[config.mk]
export PLATFORM = sky130hd
export DESIGN_NAME = extline_router
export DESIGN_NICKNAME = d
export VERILOG_FILES = /design/src/rtl/extline_pkg.sv /design/src/rtl/extline_regfile.sv /design/src/rtl/extline_select.sv /design/src/rtl/extline_router.sv
export SDC_FILE = /design/constraint.sdc
export NUM_CORES = 1
export LEC_CHECK = 0
export BUFFER_PORTS_ARGS = -buffer_cell sky130_fd_sc_hd__buf_4
export CAP_MARGIN = 20
export CORE_ASPECT_RATIO = 0.6
export CORE_UTILIZATION = 50
export CTS_CLUSTER_DIAMETER = 60
export DETAILED_ROUTE_END_ITERATION = 10
export PLACE_DENSITY_LB_ADDON = 0.08
export SKIP_LAST_GASP = 1
export SLEW_MARGIN = 20
export SYNTH_ARGS = -nofsm -noshare
export SYNTH_HDL_FRONTEND = slang
export SYNTH_HIERARCHICAL = 1
export SYNTH_SLANG_ARGS = --single-unit
[constraint.sdc]
create_clock -name clk -period 4.3 [get_ports clk]
set_input_delay 1.29 -clock clk [delete_from_list [all_inputs] [get_ports clk]]
set_output_delay 1.29 -clock clk [all_outputs]
set_load 0.01 [all_outputs]
[src/rtl/extline_pkg.sv]
package extline_pkg;
  // Register offsets within the window (byte addresses, word aligned)
  localparam int unsigned OFF_REMAP = 32'h00;
  localparam int unsigned OFF_MODE  = 32'h04;
  localparam int unsigned OFF_SEL0  = 32'h08;
  localparam int unsigned OFF_COMP  = 32'h20;
  localparam int unsigned WIN_BYTES = 32'h400;
endpackage

[src/rtl/extline_regfile.sv]
module extline_regfile
  import extline_pkg::*;
#(
  parameter int ADDR_W   = 10,
  parameter int DATA_W   = 32,
  parameter int SEL_REGS = 4,
  parameter int SEL_KEEP = 16
) (
  input  logic                         clk,
  input  logic                         rst,
  input  logic                         wr_en,
  input  logic                         rd_en,
  input  logic [ADDR_W-1:0]            addr,
  input  logic [DATA_W-1:0]            wdata,
  output logic [DATA_W-1:0]            rdata,
  output logic [SEL_REGS*SEL_KEEP-1:0] sel_flat
);
  localparam int HI_W = DATA_W - SEL_KEEP;

  logic [SEL_KEEP-1:0] sel_q [SEL_REGS];
  logic [DATA_W-1:0]   comp_q;
  logic [SEL_REGS-1:0] sel_hit;
  logic                comp_hit;
  logic                cfg_hit;
  logic [DATA_W-1:0]   rd_val;

  assign comp_hit = (addr == ADDR_W'(OFF_COMP));
  assign cfg_hit  = (addr == ADDR_W'(OFF_REMAP)) || (addr == ADDR_W'(OFF_MODE));

  genvar gi;
  generate
    for (gi = 0; gi < SEL_REGS; gi++) begin : g_sel
      assign sel_hit[gi] = (addr == ADDR_W'(OFF_SEL0 + 4 * gi));

      always_ff @(posedge clk) begin
        if (rst)
          sel_q[gi] <= '0;
        else if (wr_en && sel_hit[gi])
          sel_q[gi] <= wdata[SEL_KEEP-1:0];
      end

      assign sel_flat[gi*SEL_KEEP +: SEL_KEEP] = sel_q[gi];
    end
  endgenerate

  always_ff @(posedge clk) begin
    if (rst)
      comp_q <= '0;
    else if (wr_en && comp_hit)
      comp_q <= wdata;
  end

  // Remap and mode words read as constant zero; unmapped offsets too.
  always_comb begin
    rd_val = '0;
    for (int i = 0; i < SEL_REGS; i++)
      if (sel_hit[i]) rd_val = {{HI_W{1'b0}}, sel_q[i]};
    if (comp_hit) rd_val = comp_q;
  end

  always_ff @(posedge clk) begin
    if (rst)
      rdata <= '0;
    else
      rdata <= rd_en ? rd_val : '0;
  end

  // idle bus gives zero read data
  p_idle_zero_r10: assert property (@(posedge clk) disable iff (rst)
    !rd_en |=> rdata == '0);

  // upper half of a selector read is zero
  p_sel_hi_zero_r4: assert property (@(posedge clk) disable iff (rst)
    (rd_en && (|sel_hit)) |=> rdata[DATA_W-1:SEL_KEEP] == '0);

  // remap and mode words read zero
  p_cfg_rd_zero_r7: assert property (@(posedge clk) disable iff (rst)
    (rd_en && cfg_hit) |=> rdata == '0);

  // unmapped read returns zero
  p_unmapped_rd_zero_r9: assert property (@(posedge clk) disable iff (rst)
    (rd_en && !(|sel_hit) && !comp_hit) |=> rdata == '0);

  // write then immediate read of compensation returns the written word
  p_comp_keep_r8: assert property (@(posedge clk) disable iff (rst)
    (wr_en && comp_hit) ##1 (rd_en && comp_hit && !wr_en)
      |=> rdata == $past(wdata, 2));
endmodule

[src/rtl/extline_select.sv]
module extline_select #(
  parameter int NUM_PORTS = 9,
  parameter int PINS      = 16,
  parameter int SEL_W     = 4
) (
  input  logic                      clk,
  input  logic                      rst,
  input  logic [NUM_PORTS*PINS-1:0] pins,
  input  logic [PINS*SEL_W-1:0]     sel_flat,
  output logic [PINS-1:0]           lines
);
  localparam int CODES = 1 << SEL_W;

  genvar gk, gp;
  generate
    for (gk = 0; gk < PINS; gk++) begin : g_line
      logic [CODES-1:0] column;
      logic [SEL_W-1:0] src;

      assign src = sel_flat[gk*SEL_W +: SEL_W];

      // Codes beyond the last port are tied low in the column.
      for (gp = 0; gp < CODES; gp++) begin : g_port
        if (gp < NUM_PORTS) begin : g_real
          assign column[gp] = pins[gp*PINS + gk];
        end else begin : g_none
          assign column[gp] = 1'b0;
        end
      end

      assign lines[gk] = column[src];

      // a code naming no port drives the line low
      p_bad_code_low_r5: assert property (@(posedge clk) disable iff (rst)
        (src >= SEL_W'(NUM_PORTS)) |-> !lines[gk]);
    end
  endgenerate
endmodule

[src/rtl/extline_router.sv]
module extline_router
  import extline_pkg::*;
#(
  parameter int NUM_PORTS = 9,
  parameter int PINS      = 16,
  parameter int SEL_W     = 4,
  parameter int ADDR_W    = 10,
  parameter int DATA_W    = 32,
  parameter int SEL_KEEP  = 16
) (
  input  logic                      clk,
  input  logic                      rst,
  input  logic [NUM_PORTS*PINS-1:0] pin_lvl,
  input  logic                      wr_en,
  input  logic                      rd_en,
  input  logic [ADDR_W-1:0]         addr,
  input  logic [DATA_W-1:0]         wdata,
  output logic [DATA_W-1:0]         rdata,
  output logic [PINS-1:0]           line_out
);
  localparam int SEL_REGS = (PINS * SEL_W) / SEL_KEEP;

  logic [PINS*SEL_W-1:0] sel_flat;

  extline_regfile #(
    .ADDR_W  (ADDR_W),
    .DATA_W  (DATA_W),
    .SEL_REGS(SEL_REGS),
    .SEL_KEEP(SEL_KEEP)
  ) u_regs (
    .clk     (clk),
    .rst     (rst),
    .wr_en   (wr_en),
    .rd_en   (rd_en),
    .addr    (addr),
    .wdata   (wdata),
    .rdata   (rdata),
    .sel_flat(sel_flat)
  );

  extline_select #(
    .NUM_PORTS(NUM_PORTS),
    .PINS     (PINS),
    .SEL_W    (SEL_W)
  ) u_sel (
    .clk     (clk),
    .rst     (rst),
    .pins    (pin_lvl),
    .sel_flat(sel_flat),
    .lines   (line_out)
  );

  // after a valid source write for line 0, line 0 follows that port
  p_route_after_wr_r6: assert property (@(posedge clk) disable iff (rst)
    (wr_en && addr == ADDR_W'(OFF_SEL0) && wdata[SEL_W-1:0] < SEL_W'(NUM_PORTS))
      |=> line_out[0] == pin_lvl[$past(wdata[SEL_W-1:0]) * PINS]);
endmodule

==> impl_metrics.toml <==
[pwr]
clkPwrFrac_pct = 44.9
power_mw = 3.13
p_int_mw = 2.41
power_frac_comb_pct = 11.5
power_density_nw_per_um2 = 339
peakVddDrop_mv = 0.298
p_sw_mw = 0.717
sw_frac_of_total_pct = 22.9
seqPwrFrac_pct = 43.6
p_leak_nw = 3.79

[yosys]
synth_top_area_cell = "edfxtp_1"
synth_cell_types = 43
ys_seq_area_share_pct = 47.7
synth-seq-cells = 128
syn_avg_cell_area_um2 = 10.0
synth-edff-count = 64
yosys_warnings = 6
synth_top_area_share_pct = 28.6
syn-cell-area_um2 = 6720
synth_nets = 859
synthArstFlopShare_pct = 0
netlist_top_cells_area = "edfxtp_1 29%, dfxtp_1 19%, and2_1 7.5%, mux4_2 5.4%, mux2i_1 5.1%"
postSynthCellCount = 669
synth-main-ff-cell = "edfxtp_1"

[timing]
setup_tns_ps = 0
fin_crit_sh_pct = 84.1
tightestPinTransition_ps = 988
hold_slack_ps = 451
fmax_mhz = 276
fin_skew_ps = 13.2
fin_crit_ps = 3620
setup_viol = 0
rsz0062_at_grt = "no"
finalHoldViolCount = 0
slew_headroom_pct = 34.1
setup_ws_ps = 682
slew_violations = 0

[detailed_routing]
drc_errors = 0
drtPass1Iterations = 5
wl_met2_um = 9350
viasPerCell = 5.85
wl_met1_um = 8830
ant_nets = 0
dr_wl_met3_um = 2560
wl_per_cell_um = 19.4
vias = 6328
highest_layer = "met4"
drt_wl_total_um = 21000
drt_first_iter_violations = 620

[die]
design.core.area_um2 = 13000
die_w_um = 152
die-area_um2 = 13900
floorplan.initialDensity_pct = 51.8
ios = 238
rows = 32
die_h_um = 91.8

[cts]
cts_hold_buf = 0
clkLatencyLatePin_ps = 420
clk_path_buf_depth = 2
numCtsBuffers = 17
post_cts_buffers = 0
path_clk_slew_ps = 50
cts.repair.resized = 0
h-tree-depth = 4
cts_root_buffer = "clkbuf_16"
cts_sinks = 128
cts_tree = "built"

[placement]
place_ws_ps = 699
dpl.cell_count = 1049
post_dp_cell_area_um2 = 8630
gp_congestion = 0.951
port_buffers = 237
place.detailed.hpwl_um = 15600

[grt]
grt_pass1_vias = 5978
antenna_found_initial = 0
track_usage_pct = 30.4
grt_pass1_wl_um = 31600
grt_max_degree = 38
grt_overflow = 0

[critical_path]
crit_fanout = 1
critPathArrivalTime_ps = 2330
critPathKind = "in2out"
start_kind = "input pin"
r2r_setup_slack_ps = 2630
rr_worst_depth = 4
end_kind = "output port"
cp-startpoint = "pin_lvl[118]"
worstPathRequired_ps = 3010
crit_end = "line_out[6]"
reg2reg_to = "u_regs/rdata[2]$_SDFF_PP0_"
r2r-start = "u_regs/sel_q[0][2]$_SDFFCE_PN0P_"

[worst_hold_path]
hp-class = "reg2reg"

[final_layout]
nNetsFinal = 1088
finish.instance_area_um2 = 9220
regArea_um2 = 3200
final_util_pct = 71.1
n_fill_cell = 971
layout_commonest_cell = "buf_4"
final-instance-count-excl-fill = 1081
final_layout_size_suffix_gt1_share_pct = 33.3
insertedDiodeCount = 0
layout_common_cells = "248 x buf_4, 85 x nand2_1, 80 x and2_1"
area_delta_synth_final_pct = 37.3
multi_input_area_um2 = 3290

[status]
status = "completed"

[flow_run]
max-cap-violations = 0
-- critical path, cell delays in order --
cell and delay, ps:
buf_4 110, mux4_2 460, a21boi_0 250, a21oi_1 70, buf_4 150
-- layout make-up --
class	count	share of cell area, %
clock inverters	6	0.434
repair buffers	248	20.2
clock buffers	26	6.00
well taps	170	2.31
inverters	17	0.692
flip-flops and latches	128	34.7
multi-input cells	486	35.6
-- synth_stat cells (all sizes together) (4+ instances only) --
| library cell | count |
|---|---|
| a221o | 16 |
| nand3b | 16 |
| nand2 | 85 |
| o22a | 9 |
| a221oi | 5 |
| mux2i | 34 |
| nor2 | 35 |
| buf | 15 |
| a21oi | 57 |
| nor2b | 12 |
| o21ai | 14 |
| a21o | 15 |
| inv | 17 |
| dfxtp | 64 |
| a21boi | 22 |
| a211o | 6 |
| a211oi | 4 |
| nand4 | 10 |
| nand2b | 6 |
| clkbuf | 23 |
| and2 | 80 |
| nor3 | 12 |
| edfxtp | 64 |
| mux4 | 16 |
| a31oi | 15 |
-- flip-flops by register name, indices dropped and copies added, names as in the netlist --
name           cells
u_regs/comp_q     32
u_regs/rdata      32
u_regs/sel_q      64
-- worst min-delay path by stage --
stage / start / to / slack, ps / depth (start not counted)
6_report: u_regs/comp_q[29]$_SDFFE_PP0P_ / u_regs/comp_q[29]$_SDFFE_PP0P_ / 450 / 2
5_1_grt: u_regs/comp_q[25]$_SDFFE_PP0P_ / u_regs/rdata[25]$_SDFF_PP0_ / 470 / 1
4_1_cts: u_regs/comp_q[29]$_SDFFE_PP0P_ / u_regs/rdata[29]$_SDFF_PP0_ / 450 / 1
3_5_place_dp: u_regs/comp_q[29]$_SDFFE_PP0P_ / u_regs/rdata[29]$_SDFF_PP0_ / 440 / 1
3_3_place_gp: u_regs/comp_q[31]$_SDFFE_PP0P_ / u_regs/rdata[31]$_SDFF_PP0_ / 430 / 1
2_1_floorplan: u_regs/comp_q[16]$_SDFFE_PP0P_ / u_regs/rdata[16]$_SDFF_PP0_ / 430 / 1
-- power groups by stage --
stage,Clock (mW),Combinational [mW],Sequential (mW)
after floorplan,0,0.151,1.37
after global placement,0,0.341,1.39
after detailed placement,0,0.354,1.39
after CTS,1.41,0.356,1.36
after global routing,1.46,0.385,1.37
final,1.41,0.359,1.36
-- routing by layer --
| layer | GRT usage [%] | vias up |
|---|---|---|
| li1 | - | 2898 |
| met1 | 42.1 | 2988 |
| met2 | 46.7 | 413 |
| met3 | 8.01 | 29 |
| met4 | 8.17 | 0 |
| met5 | 0 | - |
-- logic make-up after synthesis --
group | count (synthesis) | synth area share, %
DFF | 128 | 47.7
buffers and inverters | 55 | 3.43
and+or+nand+nor | 270 | 21.8
AOI/OAI and AO/OA | 166 | 16.6
muxes | 50 | 10.4
(Power assumes the default switching activity.)
